<file path="src/rtl/pbus_pkg.sv">
// Package: shared state and region types plus the size-code helpers.
// Assumes a 32-bit processor bus whose byte offset 0 lies in bits 31:24.
package pbus_pkg;

    typedef enum logic [2:0] {
        ST_IDLE,
        ST_NBYTE,
        ST_NGAP,
        ST_WIDE,
        ST_MISS
    } pbus_state_t;

    typedef enum logic [1:0] {
        RG_NONE,
        RG_NARROW,
        RG_WIDE
    } pbus_region_t;

    localparam logic [1:0] SZ_BYTE = 2'b00;
    localparam logic [1:0] SZ_HALF = 2'b01;

    // First byte offset of a request, from its size code and low address bits.
    function automatic logic [1:0] first_offset(input logic [1:0] size, input logic [1:0] lo);
        case (size)
            SZ_BYTE: first_offset = lo;
            SZ_HALF: first_offset = {lo[1], 1'b0};
            default: first_offset = 2'b00;
        endcase
    endfunction

    // Number of byte strobes that a request needs.
    function automatic logic [2:0] byte_count(input logic [1:0] size);
        case (size)
            SZ_BYTE: byte_count = 3'd1;
            SZ_HALF: byte_count = 3'd2;
            default: byte_count = 3'd4;
        endcase
    endfunction

endpackage

</file>
<file path="src/rtl/pbus_decode.sv">
// Address decoder: classifies a request address as 8-bit region, 32-bit
// device or unmapped, and extracts the device index.
// Assumes the region tag sits in address bits 31:28.
module pbus_decode
    import pbus_pkg::*;
#(
    parameter int          N_DEV      = 4,
    parameter int          DEV_LSB    = 24,
    parameter logic [3:0]  NARROW_TAG = 4'hE,
    parameter logic [3:0]  WIDE_TAG   = 4'hC,
    localparam int         IDX_W      = (N_DEV > 1) ? $clog2(N_DEV) : 1
) (
    input  logic [31:0]      addr,
    output pbus_region_t     region,
    output logic [IDX_W-1:0] dev_idx
);

    localparam logic [IDX_W:0] DEV_LIMIT = (IDX_W+1)'(N_DEV);

    assign dev_idx = addr[DEV_LSB +: IDX_W];

    // Region classification from the tag and the device index range.
    always_comb begin
        if (addr[31:28] == NARROW_TAG)
            region = RG_NARROW;
        else if (addr[31:28] == WIDE_TAG && {1'b0, dev_idx} < DEV_LIMIT)
            region = RG_WIDE;
        else
            region = RG_NONE;
    end

endmodule

</file>
<file path="src/rtl/pbus_wait_timer.sv">
// Wait-state timer: counts consecutive waiting cycles and flags expiry in the
// cycle where the LIMIT-th wait would be spent without a ready.
// Assumes clr has priority and that LIMIT is at least 2.
module pbus_wait_timer #(
    parameter int  LIMIT = 256,
    localparam int CNT_W = (LIMIT > 2) ? $clog2(LIMIT) : 1
) (
    input  logic clk,
    input  logic rst_n,
    input  logic clr,
    input  logic run,
    output logic expired
);

    logic [CNT_W-1:0] cnt;

    // Count waiting cycles, restarting on clear.
    always_ff @(posedge clk) begin
        if (!rst_n || clr)
            cnt <= '0;
        else if (run)
            cnt <= cnt + 1'b1;
    end

    assign expired = run && (cnt == CNT_W'(LIMIT - 1));

endmodule

</file>
<file path="src/rtl/pbus_lane_steer.sv">
// Lane steering: picks the write byte for a byte offset and merges a read
// byte into its lane of the holding word. Offset 0 maps to bits 31:24.
module pbus_lane_steer (
    input  logic [1:0]  offset,
    input  logic [31:0] wdata,
    input  logic [31:0] hold,
    input  logic [7:0]  rbyte,
    output logic [7:0]  wbyte,
    output logic [31:0] merged
);

    // Select the outgoing write byte.
    always_comb begin
        case (offset)
            2'd0:    wbyte = wdata[31:24];
            2'd1:    wbyte = wdata[23:16];
            2'd2:    wbyte = wdata[15:8];
            default: wbyte = wdata[7:0];
        endcase
    end

    for (genvar g = 0; g < 4; g++) begin : g_lane
        assign merged[31-8*g -: 8] = (offset == 2'(g)) ? rbyte : hold[31-8*g -: 8];
    end

endmodule

</file>
<file path="src/rtl/pbus_sizer_ctrl.sv">
// Peripheral cycle controller: accepts one processor request at a time,
// returns address acknowledge, splits 8-bit-region requests into byte
// strobes, drives 32-bit device selects, and ends every cycle with a
// transfer acknowledge or a transfer error (timeout, device error, unmapped).
// Assumes the processor holds address, size and data until termination.
module pbus_sizer_ctrl
    import pbus_pkg::*;
#(
    parameter int               NB_ADDR_W    = 16,
    parameter int               N_DEV        = 4,
    parameter int               TIMEOUT      = 256,
    parameter int               DEV_LSB      = 24,
    parameter logic [3:0]       NARROW_TAG   = 4'hE,
    parameter logic [3:0]       WIDE_TAG     = 4'hC,
    parameter logic [N_DEV-1:0] OWN_ERR_MASK = N_DEV'(1) << (N_DEV - 1),
    localparam int              IDX_W        = (N_DEV > 1) ? $clog2(N_DEV) : 1
) (
    input  logic                 clk,
    input  logic                 rst_n,
    input  logic                 cpu_start,
    input  logic [31:0]          cpu_addr,
    input  logic                 cpu_wr,
    input  logic [1:0]           cpu_size,
    input  logic [31:0]          cpu_wdata,
    output logic [31:0]          cpu_rdata,
    output logic                 cpu_aack_n,
    output logic                 cpu_tack_n,
    output logic                 cpu_tea_n,
    output logic [NB_ADDR_W-1:0] nb_addr,
    output logic [7:0]           nb_wdata,
    input  logic [7:0]           nb_rdata,
    output logic                 nb_cs_n,
    output logic                 nb_wr,
    input  logic                 nb_rdy_n,
    output logic [N_DEV-1:0]     dev_sel,
    input  logic                 dev_rdy_n,
    input  logic                 dev_err_n,
    input  logic [31:0]          dev_rdata
);

    pbus_state_t          state;
    pbus_region_t         dec_region;
    logic [IDX_W-1:0]     dec_idx;
    logic [IDX_W-1:0]     req_dev;
    logic                 req_wr;
    logic                 req_exempt;
    logic [NB_ADDR_W-3:0] req_page;
    logic [1:0]           req_off;
    logic [2:0]           req_left;
    logic [31:0]          req_wdata;
    logic [31:0]          hold;
    logic [31:0]          merged;
    logic                 aack_q, tack_q, tea_q;
    logic                 waiting, ready, run, expired;

    pbus_decode #(
        .N_DEV(N_DEV), .DEV_LSB(DEV_LSB),
        .NARROW_TAG(NARROW_TAG), .WIDE_TAG(WIDE_TAG)
    ) u_decode (
        .addr(cpu_addr), .region(dec_region), .dev_idx(dec_idx)
    );

    pbus_lane_steer u_steer (
        .offset(req_off), .wdata(req_wdata), .hold(hold),
        .rbyte(nb_rdata), .wbyte(nb_wdata), .merged(merged)
    );

    // Timer inputs: run while a target is awaited, clear whenever not waiting or on a ready.
    assign waiting = (state == ST_NBYTE) || (state == ST_WIDE) || (state == ST_MISS);
    assign ready   = ((state == ST_NBYTE) && !nb_rdy_n) || ((state == ST_WIDE) && !dev_rdy_n);
    assign run     = waiting && !ready && !((state == ST_WIDE) && req_exempt);

    pbus_wait_timer #(.LIMIT(TIMEOUT)) u_timer (
        .clk(clk), .rst_n(rst_n), .clr(!waiting || ready), .run(run), .expired(expired)
    );

    // Request sequencing, byte stepping, read assembly and termination pulses.
    always_ff @(posedge clk) begin
        if (!rst_n) begin
            state      <= ST_IDLE;
            req_dev    <= '0;
            req_wr     <= 1'b0;
            req_exempt <= 1'b0;
            req_page   <= '0;
            req_off    <= '0;
            req_left   <= '0;
            req_wdata  <= '0;
            hold       <= '0;
            aack_q     <= 1'b1;
            tack_q     <= 1'b1;
            tea_q      <= 1'b1;
        end else begin
            aack_q <= 1'b1;
            tack_q <= 1'b1;
            tea_q  <= 1'b1;
            case (state)
                ST_IDLE: begin
                    if (cpu_start) begin
                        aack_q     <= 1'b0;
                        req_wr     <= cpu_wr;
                        req_wdata  <= cpu_wdata;
                        req_page   <= cpu_addr[NB_ADDR_W-1:2];
                        req_off    <= first_offset(cpu_size, cpu_addr[1:0]);
                        req_left   <= byte_count(cpu_size);
                        req_dev    <= dec_idx;
                        req_exempt <= OWN_ERR_MASK[dec_idx];
                        hold       <= '0;
                        case (dec_region)
                            RG_NARROW: state <= ST_NBYTE;
                            RG_WIDE:   state <= ST_WIDE;
                            default:   state <= ST_MISS;
                        endcase
                    end
                end
                ST_NBYTE: begin
                    if (!nb_rdy_n) begin
                        if (!req_wr)
                            hold <= merged;
                        if (req_left == 3'd1) begin
                            tack_q <= 1'b0;
                            state  <= ST_IDLE;
                        end else begin
                            req_left <= req_left - 3'd1;
                            req_off  <= req_off + 2'd1;
                            state    <= ST_NGAP;
                        end
                    end else if (expired) begin
                        tea_q <= 1'b0;
                        state <= ST_IDLE;
                    end
                end
                ST_NGAP: state <= ST_NBYTE;
                ST_WIDE: begin
                    if (!dev_rdy_n) begin
                        if (!req_wr)
                            hold <= dev_rdata;
                        tack_q <= 1'b0;
                        state  <= ST_IDLE;
                    end else if (!dev_err_n || expired) begin
                        tea_q <= 1'b0;
                        state <= ST_IDLE;
                    end
                end
                ST_MISS: begin
                    if (expired) begin
                        tea_q <= 1'b0;
                        state <= ST_IDLE;
                    end
                end
                default: state <= ST_IDLE;
            endcase
        end
    end

    for (genvar i = 0; i < N_DEV; i++) begin : g_sel
        assign dev_sel[i] = (state == ST_WIDE) && (req_dev == IDX_W'(i));
    end

    assign nb_cs_n    = (state != ST_NBYTE);
    assign nb_wr      = req_wr;
    assign nb_addr    = {req_page, req_off};
    assign cpu_rdata  = hold;
    assign cpu_aack_n = aack_q;
    assign cpu_tack_n = tack_q;
    assign cpu_tea_n  = tea_q;

endmodule

</file>
<file path="config.mk">
export PLATFORM = sky130hd
export DESIGN_NAME = pbus_sizer_ctrl
export DESIGN_NICKNAME = d
export VERILOG_FILES = /design/src/rtl/pbus_pkg.sv /design/src/rtl/pbus_decode.sv /design/src/rtl/pbus_wait_timer.sv /design/src/rtl/pbus_lane_steer.sv /design/src/rtl/pbus_sizer_ctrl.sv
export SDC_FILE = /design/constraint.sdc
export NUM_CORES = 1
export LEC_CHECK = 0
export BUFFER_PORTS_ARGS = -buffer_cell sky130_fd_sc_hd__buf_2
export CAP_MARGIN = 5
export CORE_ASPECT_RATIO = 1.2
export CORE_MARGIN = 2
export CORE_UTILIZATION = 45
export CTS_CLUSTER_SIZE = 30
export DETAILED_ROUTE_END_ITERATION = 10
export GPL_TIMING_DRIVEN = 1
export PLACE_DENSITY_LB_ADDON = 0.15
export SLEW_MARGIN = 20
export SYNTH_ARGS = -nofsm -noshare
export SYNTH_HDL_FRONTEND = slang
export SYNTH_SLANG_ARGS = --single-unit
</file>
<file path="constraint.sdc">
create_clock -name clk -period 1.9 [get_ports clk]
set_clock_uncertainty 0.15 [all_clocks]
set_input_delay 0.19 -clock clk [delete_from_list [all_inputs] [get_ports clk]]
set_output_delay 0.19 -clock clk [all_outputs]
set_load 0.005 [all_outputs]
</file>
==> reports/qor.csv, run 1 <==
stage,metric,value,unit
status,outcome,finished with violations,
status,failing checks,setup timing,
sta,final hold viol count,0,
flow_run,max_cap viols,0,
cells_and_area,Antenna Cells,0,
global_routing,met2 Use GR,0.4082,
route,Residual DRC,0,
placement,DP Wirelength,9632,um
global_routing,M3 GR Usage,0.03147,
route,DR pass1 iterations,8,
logic_synthesis,"area leader, netlist",dfxtp_1,
cells_and_area,filler cell count,876,
route,drt total wl,14560,um
setup_path,CP top delay family,compound AO/OA/AOI/OAI gates,
placement,Placer Congestion,0.8573,
logic_synthesis,Synth top area share,0.4184,
logic_synthesis,Synth Cell Area,4832,um2
global_routing,number of global-route vias before repair,4749,
global_routing,largest net degree at the start of global routing,67,
clock_tree,H-tree depth,3,
logic_synthesis,ys async rst share,0,
global_routing,met1 usage,0.3138,
setup_path,CP bufs+invs,2,
global_routing,gr busiest metal,met2,
power_and_ir_drop,Leak,3.038,nW
cells_and_area,area grow syn2layout,45.21,%
power_and_ir_drop,total power,5.465,mW
logic_synthesis,top cells by area in the synthesized netlist,"dfxtp_1 42%, nand2_1 8.7%, a21boi_1 8.1%",
sta,# setup viols final,14,
sta,Worst Hold Slack,51.65,ps
setup_path,CP Class,reg -> out,
power_and_ir_drop,Worst VDD drop,0.4918,mV
route,WL/cell,15.90,um
setup_path,r2r startpoint,req_off[0]$_SDFFE_PN0P_,
setup_path,Worst Setup End Kind,output pin,
die,die height,117.5,um
setup_path,CP Cell Sequence,buf_6 > ha_4 > a222oi_1 > mux2i_1 > buf_2,
cells_and_area,layout cells sized above 1,0.3596,
route,DRT antenna net count,0,
setup_path,CP startpoint kind,flip-flop,
sta,Final min period,2116,ps
route,vias post-DR,4956,
logic_synthesis,Ys Warns,0,
die,die width,98.60,um
min_path,Worst Hold Class,in -> reg,
global_routing,GR Overflow Total,0,
global_routing,initial antenna violation count,0,
setup_path,"Slowest-stage cell, CP",a222oi_1,
placement,Port Buf Inserts,167,
global_routing,Tot GR Track Use,0.2426,
clock_tree,CTS Root Cell,clkbuf_16,
logic_synthesis,Mapped Nets,672,
clock_tree,maximum buffer depth of the clock tree,2,
die,core area,10470,um2
cells_and_area,Util after Layout,0.6705,
logic_synthesis,Synth cell types,54,
logic_synthesis,"Top FF cell, synth",dfxtp_1,
setup_path,max incr delay on CP,470,ps
logic_synthesis,Synth Area per Inst,8.754,um2
logic_synthesis,sequential share of the synthesized area,0.4184,
cells_and_area,fin cells,916,
sta,fmax,0.4727,GHz
power_and_ir_drop,Power Density,778.9,nW/um2
clock_tree,TritonCTS clock tree,built,
sta,RSZ-0062 raised after global routing,yes,
logic_synthesis,"EDFF count, synth",0,
min_path,min-delay src,cpu_size[0],
placement,dpl cell area,5908,um2
min_path,WHS Endpoint,req_left[0]$_SDFFE_PN0P_,
setup_path,Worst Path Max Fanout,6,
logic_synthesis,Synth Register Bits,101,
route,Via density,5.410,
sta,worst setup margin,-215.7,ps
die,I/O Pins,178,
sta,period utilisation layout,1.114,
sta,Slew headroom,0.6774,
die,area of the die,11590,um2
sta,Final Max Tran Viols,0,
die,Initial Util,0.4617,
cells_and_area,post-route cell area,7017,um2
clock_tree,worst skew pair latency,340,ps
clock_tree,clock slew at reported path FFs,70,ps
placement,Cells after DPL,836,
min_path,worst hold path depth,4,
clock_tree,CTS Buf Count,9,
setup_path,worst r2r dst,cpu_rdata[16]$_SDFFE_PN0P_,
clock_tree,clock sinks,101,
route,starting DRC count in detailed routing,309,
global_routing,first-pass GRT wire length,23050,um
cells_and_area,nets,902,
sta,setup TNS after final layout,-1319,ps
die,row cnt,41,
setup_path,R2R depth,9,
setup_path,"Req. time, crit path",1560,ps
sta,Least-Margin Pin Slew,482.1,ps
setup_path,CP Data Arrival Time,1780,ps
setup_path,reg2reg setup slack,-50,ps
logic_synthesis,Cells after Synth,552,
placement,Post-Place Setup Slack,-47.87,ps
-- sequential cells by signal, summed over array words and instances, names as in the netlist, 2 cells and up --
register,cells
req_dev,2
u_timer.cnt,8
cpu_rdata,32
req_off,2
req_wdata,32
state,3
req_left,3
req_page,14
-- cells in the mapped netlist (7+ instances only) --
library cell	n
o21ai_0	38
o221a_1	17
a222oi_1	8
buf_2	16
nand2_1	112
clkbuf_1	21
a21boi_1	52
inv_1	15
mux2i_1	9
dfxtp_1	101
a21oi_1	36
ha_1	7
nand3_1	12
nor2_1	18
o221a_2	16
-- layout by cell type, fill, tap and decap left out, types with 3 or more instances in the layout --
cell type / instances
nand2b_1: 3
nand2_1: 112
o221a_2: 16
a222oi_1: 8
dfxtp_4: 5
buf_6: 9
clkbuf_16: 9
ha_4: 4
buf_4: 29
dlygate4sd3_1: 51
nor2_1: 17
nand3b_1: 4
a21boi_0: 3
a21oi_2: 6
clkbuf_8: 4
nor3_1: 5
or3_1: 4
buf_12: 6
ha_1: 3
o21ai_0: 38
dfxtp_1: 96
a21oi_1: 30
nand3_1: 12
o211ai_1: 3
nor3b_4: 4
mux2i_1: 9
buf_2: 167
o221a_1: 17
inv_1: 13
nor2_4: 4
a21boi_1: 52
-- cell families (layout without fill, tap and decap cells) --
family / after synthesis / in the layout / share of synthesized area
and+or+nand+nor: 185 / 185 / 0.1901
adders and majority gates: 7 / 7 / 0.01812
AOI/OAI and AO/OA: 188 / 188 / 0.2921
muxes: 9 / 9 / 0.01864
xor gates and xnor gates: 1 / 1 / 0.001813
DFF: 101 / 101 / 0.4184
buffers and inverters: 61 / 296 / 0.06085
-- metal layers --
metal / vias up / part of all wire
met5: - / 0
met4: 0 / 0.022
met3: 23 / 0.057
met2: 182 / 0.50
met1: 2311 / 0.42
li1: 2440 / -
-- layout make-up --
type / count / area (um2) / area share
well taps: 129 / 161.4 / 0.02300
multi-input cells: 390 / 2618 / 0.3730
flip-flops and latches: 101 / 2041 / 0.2908
clock buffers: 14 / 284.0 / 0.04048
repair buffers: 264 / 1833 / 0.2612
inverters: 16 / 65.06 / 0.009272
clock inverters: 2 / 15.01 / 0.002140
-- worst max-delay path by stage --
stage | cells after the start | to | from
after CTS | 6 | nb_wdata[0] | req_off[0]$_SDFFE_PN0P_
after global routing | 6 | nb_wdata[0] | req_off[0]$_SDFFE_PN0P_
after detailed placement | 6 | req_left[1]$_SDFFE_PN0P_ | state[0]$_SDFFE_PN0P_
after global placement | 5 | cpu_rdata[29]$_SDFFE_PN0P_ | state[0]$_SDFFE_PN0P_
after floorplan | 7 | cpu_rdata[8]$_SDFFE_PN0P_ | req_off[0]$_SDFFE_PN0P_
final | 5 | nb_wdata[7] | req_off[0]$_SDFFE_PN0P_
-- power breakdown --
group | switching [mW] | leakage (nW) | internal, mW | total [mW]
clock | 0.774 | 0.141 | 1.03 | 1.81
combinational | 0.611 | 2.06 | 0.623 | 1.23
sequential | 0.119 | 0.832 | 2.31 | 2.42
-- timing repair --
action | CTS | global route
setup buffers | 9 | 3
endpoints found under the setup margin | 41 | 28
resized for setup | 31 | 20
hold buffers | 51 | 0
hold endpoints to repair | 52 | 0
pin swaps | 11 | 15
cloned | 1 | 0
-- worst min-delay path, stage by stage --
cell      delay, ps
buf_2            90
nor3_1           50
nand3_1          70
o211ai_1         80
Note: power is estimated with default switching activity, not from simulation.
==> inputs of run 2 (changes only) <==
Settings changed: HOLD_SLACK_MARGIN set to 0.15.
==> reports/qor.csv, run 2 (same netlist as run 1, synthesis figures left out) <==
stage,metric,value,unit,change
global_routing,number of global-route vias before repair,4842,,was 4749
placement,Port Buf Inserts,167,,unchanged
sta,final hold viol count,0,,unchanged
clock_tree,H-tree depth,3,,unchanged
setup_path,CP Data Arrival Time,1780,ps,about the same
clock_tree,clock slew at reported path FFs,70,ps,about the same
placement,DP Wirelength,9632,um,unchanged
route,starting DRC count in detailed routing,297,,was 309
global_routing,initial antenna violation count,0,,unchanged
cells_and_area,most common library cell in the layout ignoring fill and taps,buf_2,,unchanged
clock_tree,clock sinks,101,,unchanged
clock_tree,TritonCTS clock tree,built,,unchanged
placement,Cells after DPL,836,,unchanged
route,drt total wl,14810,um,was 14560 um
sta,Slew headroom,0.6767,,was 0.6774
setup_path,CP bufs+invs,2,,unchanged
route,DR pass1 iterations,5,,was 8
setup_path,critical path depth,5,,unchanged
setup_path,CP Cell Sequence,buf_6 > ha_4 > a222oi_1 > mux2i_1 > buf_2,,unchanged
setup_path,max incr delay on CP,470,ps,about the same
cells_and_area,fin cells,936,,was 916
route,DRT antenna net count,0,,unchanged
cells_and_area,nets,922,,was 902
status,outcome,finished with violations,,unchanged
clock_tree,maximum buffer depth of the clock tree,2,,unchanged
sta,# setup viols final,16,,was 14
sta,Least-Margin Pin Slew,485.0,ps,was 482.1 ps
cells_and_area,area of the multi-input gates,2618,um2,unchanged
global_routing,Tot GR Track Use,0.2469,,was 0.2426
clock_tree,CTS Root Cell,clkbuf_16,,unchanged
route,Residual DRC,0,,unchanged
global_routing,GR Overflow Total,0,,unchanged
status,failing checks,setup timing,,unchanged
sta,fmax,0.4714,GHz,was 0.4727 GHz
cells_and_area,filler cell count,843,,was 876
route,WL/cell,15.82,um,was 15.90 um
sta,worst setup margin,-221.2,ps,was -215.7 ps
setup_path,CP Class,reg -> out,,unchanged
die,row cnt,41,,unchanged
sta,RSZ-0062 raised after global routing,yes,,unchanged
die,area of the die,11590,um2,unchanged
setup_path,Worst Setup End Kind,output pin,,unchanged
flow_run,max_cap viols,0,,unchanged
die,die width,98.60,um,unchanged
cells_and_area,area grow syn2layout,49.38,%,was 45.21%
sta,Final Max Tran Viols,0,,unchanged
placement,Placer Congestion,0.8573,,unchanged
clock_tree,CTS Buf Count,9,,unchanged
route,Via density,5.403,,was 5.410
cells_and_area,Antenna Cells,0,,unchanged
setup_path,CP startpoint kind,flip-flop,,unchanged
clock_tree,worst skew pair latency,340,ps,about the same
die,I/O Pins,178,,unchanged
die,Initial Util,0.4617,,unchanged
setup_path,"Req. time, crit path",1560,ps,about the same
route,vias post-DR,5057,,was 4956
cells_and_area,layout cells sized above 1,0.3482,,was 0.3596
global_routing,first-pass GRT wire length,23450,um,was 23050 um
sta,Final min period,2121,ps,was 2116 ps
die,die height,117.5,um,unchanged
setup_path,"Slowest-stage cell, CP",a222oi_1,,unchanged
min_path,Worst Hold Class,in -> reg,,unchanged
power_and_ir_drop,Leak,3.136,nW,was 3.038 nW
setup_path,Worst Path Max Fanout,6,,unchanged
setup_path,R2R depth,9,,unchanged
die,core area,10470,um2,unchanged
global_routing,largest net degree at the start of global routing,67,,unchanged
setup_path,CP top delay family,compound AO/OA/AOI/OAI gates,,unchanged
power_and_ir_drop,Worst VDD drop,0.4964,mV,was 0.4918 mV
sta,setup TNS after final layout,-1504,ps,was -1319 ps
min_path,worst hold path depth,4,,unchanged
cells_and_area,most frequent cells in the layout,"167 x buf_2, 112 x nand2_1, 96 x dfxtp_1",,unchanged
sta,period utilisation layout,1.116,,was 1.114
cells_and_area,Sequential Area,2041,um2,unchanged
power_and_ir_drop,Power Density,762.3,nW/um2,was 778.9 nW/um2
## run 2: cell count changes in the layout (fill, tap and decap cells not counted)
cell / delta
a21oi_1: +5
dlygate4sd3_1: +19
a21oi_2: -5
nor3_2: +2
buf_6: +1
nor3_1: -2
o221a_4: +1
o221a_2: -1
## run 2: routing by layer
layer | GRT usage | vias to the layer above | part of all wire
met5 | 0 | - | 0
met4 | 0.09760 | 0 | 0.023
met3 | 0.03088 | 25 | 0.056
met2 | 0.4273 | 186 | 0.51
met1 | 0.3102 | 2365 | 0.41
li1 | - | 2481 | -
## run 2: final cells by class
cell class,count,area share
timing repair buffer,284,0.2819
clock inverter,2,0.002080
sequential,101,0.2827
tap,129,0.02236
clock buffer,14,0.03935
inverter,16,0.009014
multi-input combinational,390,0.3626
## run 2: where the power goes
part	internal (mW)	switching [mW]
logic	0.651	0.620
clock network	1.03	0.774
registers	2.31	0.119
total	3.99	1.51
## run 2: path summary, 6_finish.rpt
path                                   start                    endpoint  slack [ps]
setup / recovery     req_off[0]$_SDFFE_PN0P_                 nb_wdata[7]        -220
hold / removal                  dev_rdata[2]   cpu_rdata[2]$_SDFFE_PN0P_         160
setup reg to reg     req_off[0]$_SDFFE_PN0P_  cpu_rdata[20]$_SDFFE_PN0P_         -50
hold reg to reg   req_wdata[31]$_SDFFE_PN0P_  req_wdata[31]$_SDFFE_PN0P_         300
## run 2: timing repair
item / 4_1_cts / 5_1_grt
hold buffers: 70 / 0
gates cloned: 1 / 0
endpoints found under the hold margin: 71 / 0
pin swaps: 11 / 10
gates resized for setup: 31 / 19
setup endpoints to repair: 41 / 28
buffers inserted: 9 / 4
## run 2: worst reg2reg max path, stage by stage, from the launching register on
cell and delay (ps):
dfxtp_4 380, buf_6 110, ha_4 170, buf_6 120, buf_4 100, buf_6 80
nor3b_4 230, nor2_2 90, nor2_4 240, o221a_1 220
## run 2: through the flow
| stage | utilization | instance area, um2 | hold slack [ps] | total power [mW] | setup WS, ps |
|---|---|---|---|---|---|
| final | 0.6897 | 7218 | 156.7 | 5.502 | -221.2 |
| after global routing | 0.6897 | 7218 | 186.1 | 5.754 | -255.5 |
| after CTS | 0.6784 | 7099 | 150.3 | 5.507 | -174.6 |
| after detailed placement | 0.5646 | 5908 | 287.4 | 3.536 | -47.87 |
| after global placement | 0.5646 | 5908 | 280.0 | 3.506 | 29.47 |
| after floorplan | - | 4832 | 174.8 | 3.075 | 42.42 |
==> inputs of run 3 (changes only) <==
Settings changed: CORE_ASPECT_RATIO 1.2 to 1.75.
==> reports/qor.csv, run 3 (same netlist as run 1, synthesis figures left out) <==
stage,metric,value,unit,change
setup_path,max incr delay on CP,380,ps,was 470 ps
sta,Least-Margin Pin Slew,476.4,ps,was 485.0 ps
sta,Slew headroom,0.6812,,was 0.6767
clock_tree,worst skew pair latency,340,ps,about the same
sta,fmax,0.4906,GHz,was 0.4714 GHz
cells_and_area,most common library cell in the layout ignoring fill and taps,buf_2,,unchanged
placement,Post-Place Setup Slack,11.88,ps,was -47.87 ps
sta,period utilisation layout,1.073,,was 1.116
global_routing,initial antenna violation count,0,,unchanged
global_routing,number of global-route vias before repair,4831,,was 4842
power_and_ir_drop,Worst VDD drop,0.5170,mV,was 0.4964 mV
route,Via density,5.461,,was 5.403
global_routing,largest net degree at the start of global routing,75,,was 67
min_path,Worst Hold Class,in -> reg,,unchanged
clock_tree,clock sinks,101,,unchanged
clock_tree,TritonCTS clock tree,built,,unchanged
cells_and_area,area grow syn2layout,47.07,%,was 49.38%
die,area of the die,11620,um2,was 11590 um2
route,DRT antenna net count,0,,unchanged
setup_path,CP Cell Sequence,inv_4 > ha_4 > buf_6 > a222oi_1 > mux2i_1 > buf_2,,was buf_6 > ha_4 > a222oi_1 > mux2i_1 > buf_2
sta,final hold viol count,0,,unchanged
die,core area,10570,um2,was 10470 um2
clock_tree,CTS Buf Count,9,,unchanged
sta,worst setup margin,-138.2,ps,was -221.2 ps
placement,Port Buf Inserts,167,,unchanged
die,Initial Util,0.4570,,was 0.4617
die,row cnt,50,,was 41
sta,# setup viols final,7,,was 16
global_routing,first-pass GRT wire length,22600,um,was 23450 um
placement,dpl cell area,5867,um2,was 5908 um2
route,drt total wl,15080,um,was 14810 um
clock_tree,H-tree depth,3,,unchanged
status,outcome,finished with violations,,unchanged
route,DR pass1 iterations,5,,unchanged
route,vias post-DR,5079,,was 5057
power_and_ir_drop,Leak,3.088,nW,was 3.136 nW
power_and_ir_drop,Power Density,762.6,nW/um2,was 762.3 nW/um2
cells_and_area,Antenna Cells,0,,unchanged
placement,DP Wirelength,10130,um,was 9632 um
placement,Placer Congestion,0.8256,,was 0.8573
global_routing,Tot GR Track Use,0.2514,,was 0.2469
global_routing,GR Overflow Total,0,,unchanged
cells_and_area,most frequent cells in the layout,"168 x buf_2, 112 x nand2_1, 98 x dfxtp_1",,"was 167 x buf_2, 112 x nand2_1, 96 x dfxtp_1"
sta,Final Max Tran Viols,0,,unchanged
route,WL/cell,16.22,um,was 15.82 um
die,I/O Pins,178,,unchanged
setup_path,CP Class,reg -> out,,unchanged
setup_path,Worst Path Max Fanout,6,,unchanged
sta,RSZ-0062 raised after global routing,yes,,unchanged
cells_and_area,nets,915,,was 922
clock_tree,CTS Root Cell,clkbuf_16,,unchanged
clock_tree,clock slew at reported path FFs,70,ps,about the same
flow_run,max_cap viols,0,,unchanged
setup_path,CP Data Arrival Time,1700,ps,was 1780 ps
route,Residual DRC,0,,unchanged
clock_tree,maximum buffer depth of the clock tree,2,,unchanged
power_and_ir_drop,total power,5.420,mW,was 5.502 mW
die,die width,82.33,um,was 98.60 um
sta,Final min period,2038,ps,was 2121 ps
route,starting DRC count in detailed routing,284,,was 297
cells_and_area,post-route cell area,7107,um2,was 7218 um2
setup_path,"Slowest-stage cell, CP",dfxtp_4,,was a222oi_1
cells_and_area,layout cells sized above 1,0.3413,,was 0.3482
setup_path,Worst Setup End Kind,output pin,,unchanged
setup_path,CP startpoint kind,flip-flop,,unchanged
setup_path,"Req. time, crit path",1560,ps,about the same
die,die height,141.1,um,was 117.5 um
status,failing checks,setup timing,,unchanged
-- run 3: cell types whose count changed in the layout (fill, tap and decap cells not counted), moves of 2 or more --
cell	delta
buf_6	-3
clkbuf_8	-2
dfxtp_1	+2
dfxtp_4	-2
dlygate4sd3_1	-4
-- run 3: worst max-delay path: cells and delay by family (launching register included) --
| family | cells | cell delay [ps] |
|---|---|---|
| flip-flops | 1 | 380 |
| AO/OA/AOI/OAI | 1 | 350 |
| buffers and inverters | 3 | 320 |
| adder cells (fa/ha/maj) | 1 | 180 |
| multiplexers | 1 | 120 |
-- run 3: cell type report --
type | count | area (um2)
fillers | 873 | 3466
clock buffers | 13 | 260.3
repair buffers | 277 | 1951
well taps | 130 | 162.7
inverters | 16 | 65.06
multi-input cells | 390 | 2615
clock inverters | 3 | 20.02
flip-flops and latches | 101 | 2033
-- run 3: report_power, final --
part / internal (mW) / switching [mW] / leakage (nW) / total [mW]
clock: 0.959 / 0.780 / 0.132 / 1.74
combinational: 0.638 / 0.618 / 2.12 / 1.26
sequential: 2.31 / 0.118 / 0.831 / 2.42
total: 3.90 / 1.52 / 3.09 / 5.42
-- run 3: timing repair --
item,CTS,global route
buffers inserted,4,10
setup endpoints to repair,13,45
resized for setup,14,28
endpoints found under the hold margin,64,0
hold buffers,66,0
gates cloned,1,1
pin swaps,3,4
-- run 3: final timing paths --
path,start,end,slack [ps],depth (start not counted)
setup / recovery,req_off[0]$_SDFFE_PN0P_,nb_wdata[6],-140,6
hold / removal,dev_rdata[17],cpu_rdata[17]$_SDFFE_PN0P_,160,4
setup reg to reg,req_off[0]$_SDFFE_PN0P_,cpu_rdata[16]$_SDFFE_PN0P_,40,8
hold reg to reg,req_wdata[28]$_SDFFE_PN0P_,req_wdata[28]$_SDFFE_PN0P_,300,2
-- run 3: routing by layer --
metal  global-route usage  share of wire  up-vias
met3              0.05442          0.065       40
met5                    0              0        -
met4               0.1211          0.038        0
met2               0.4588           0.53      224
li1                     -              -     2462
met1               0.2597           0.37     2353
-- run 3: metrics by stage --
step / utilization / hold slack (ps) / cells / setup TNS [ps]
2_1_floorplan: - / 174.8 / 552 / 0
4_1_cts: 0.6544 / 150.4 / 919 / -338.2
5_1_grt: 0.6722 / 173.0 / 930 / -1310
6_report: 0.6722 / 158.8 / 930 / -524.1
3_5_place_dp: 0.5549 / 284.6 / 833 / 0
3_3_place_gp: 0.5549 / 280.9 / 833 / 0
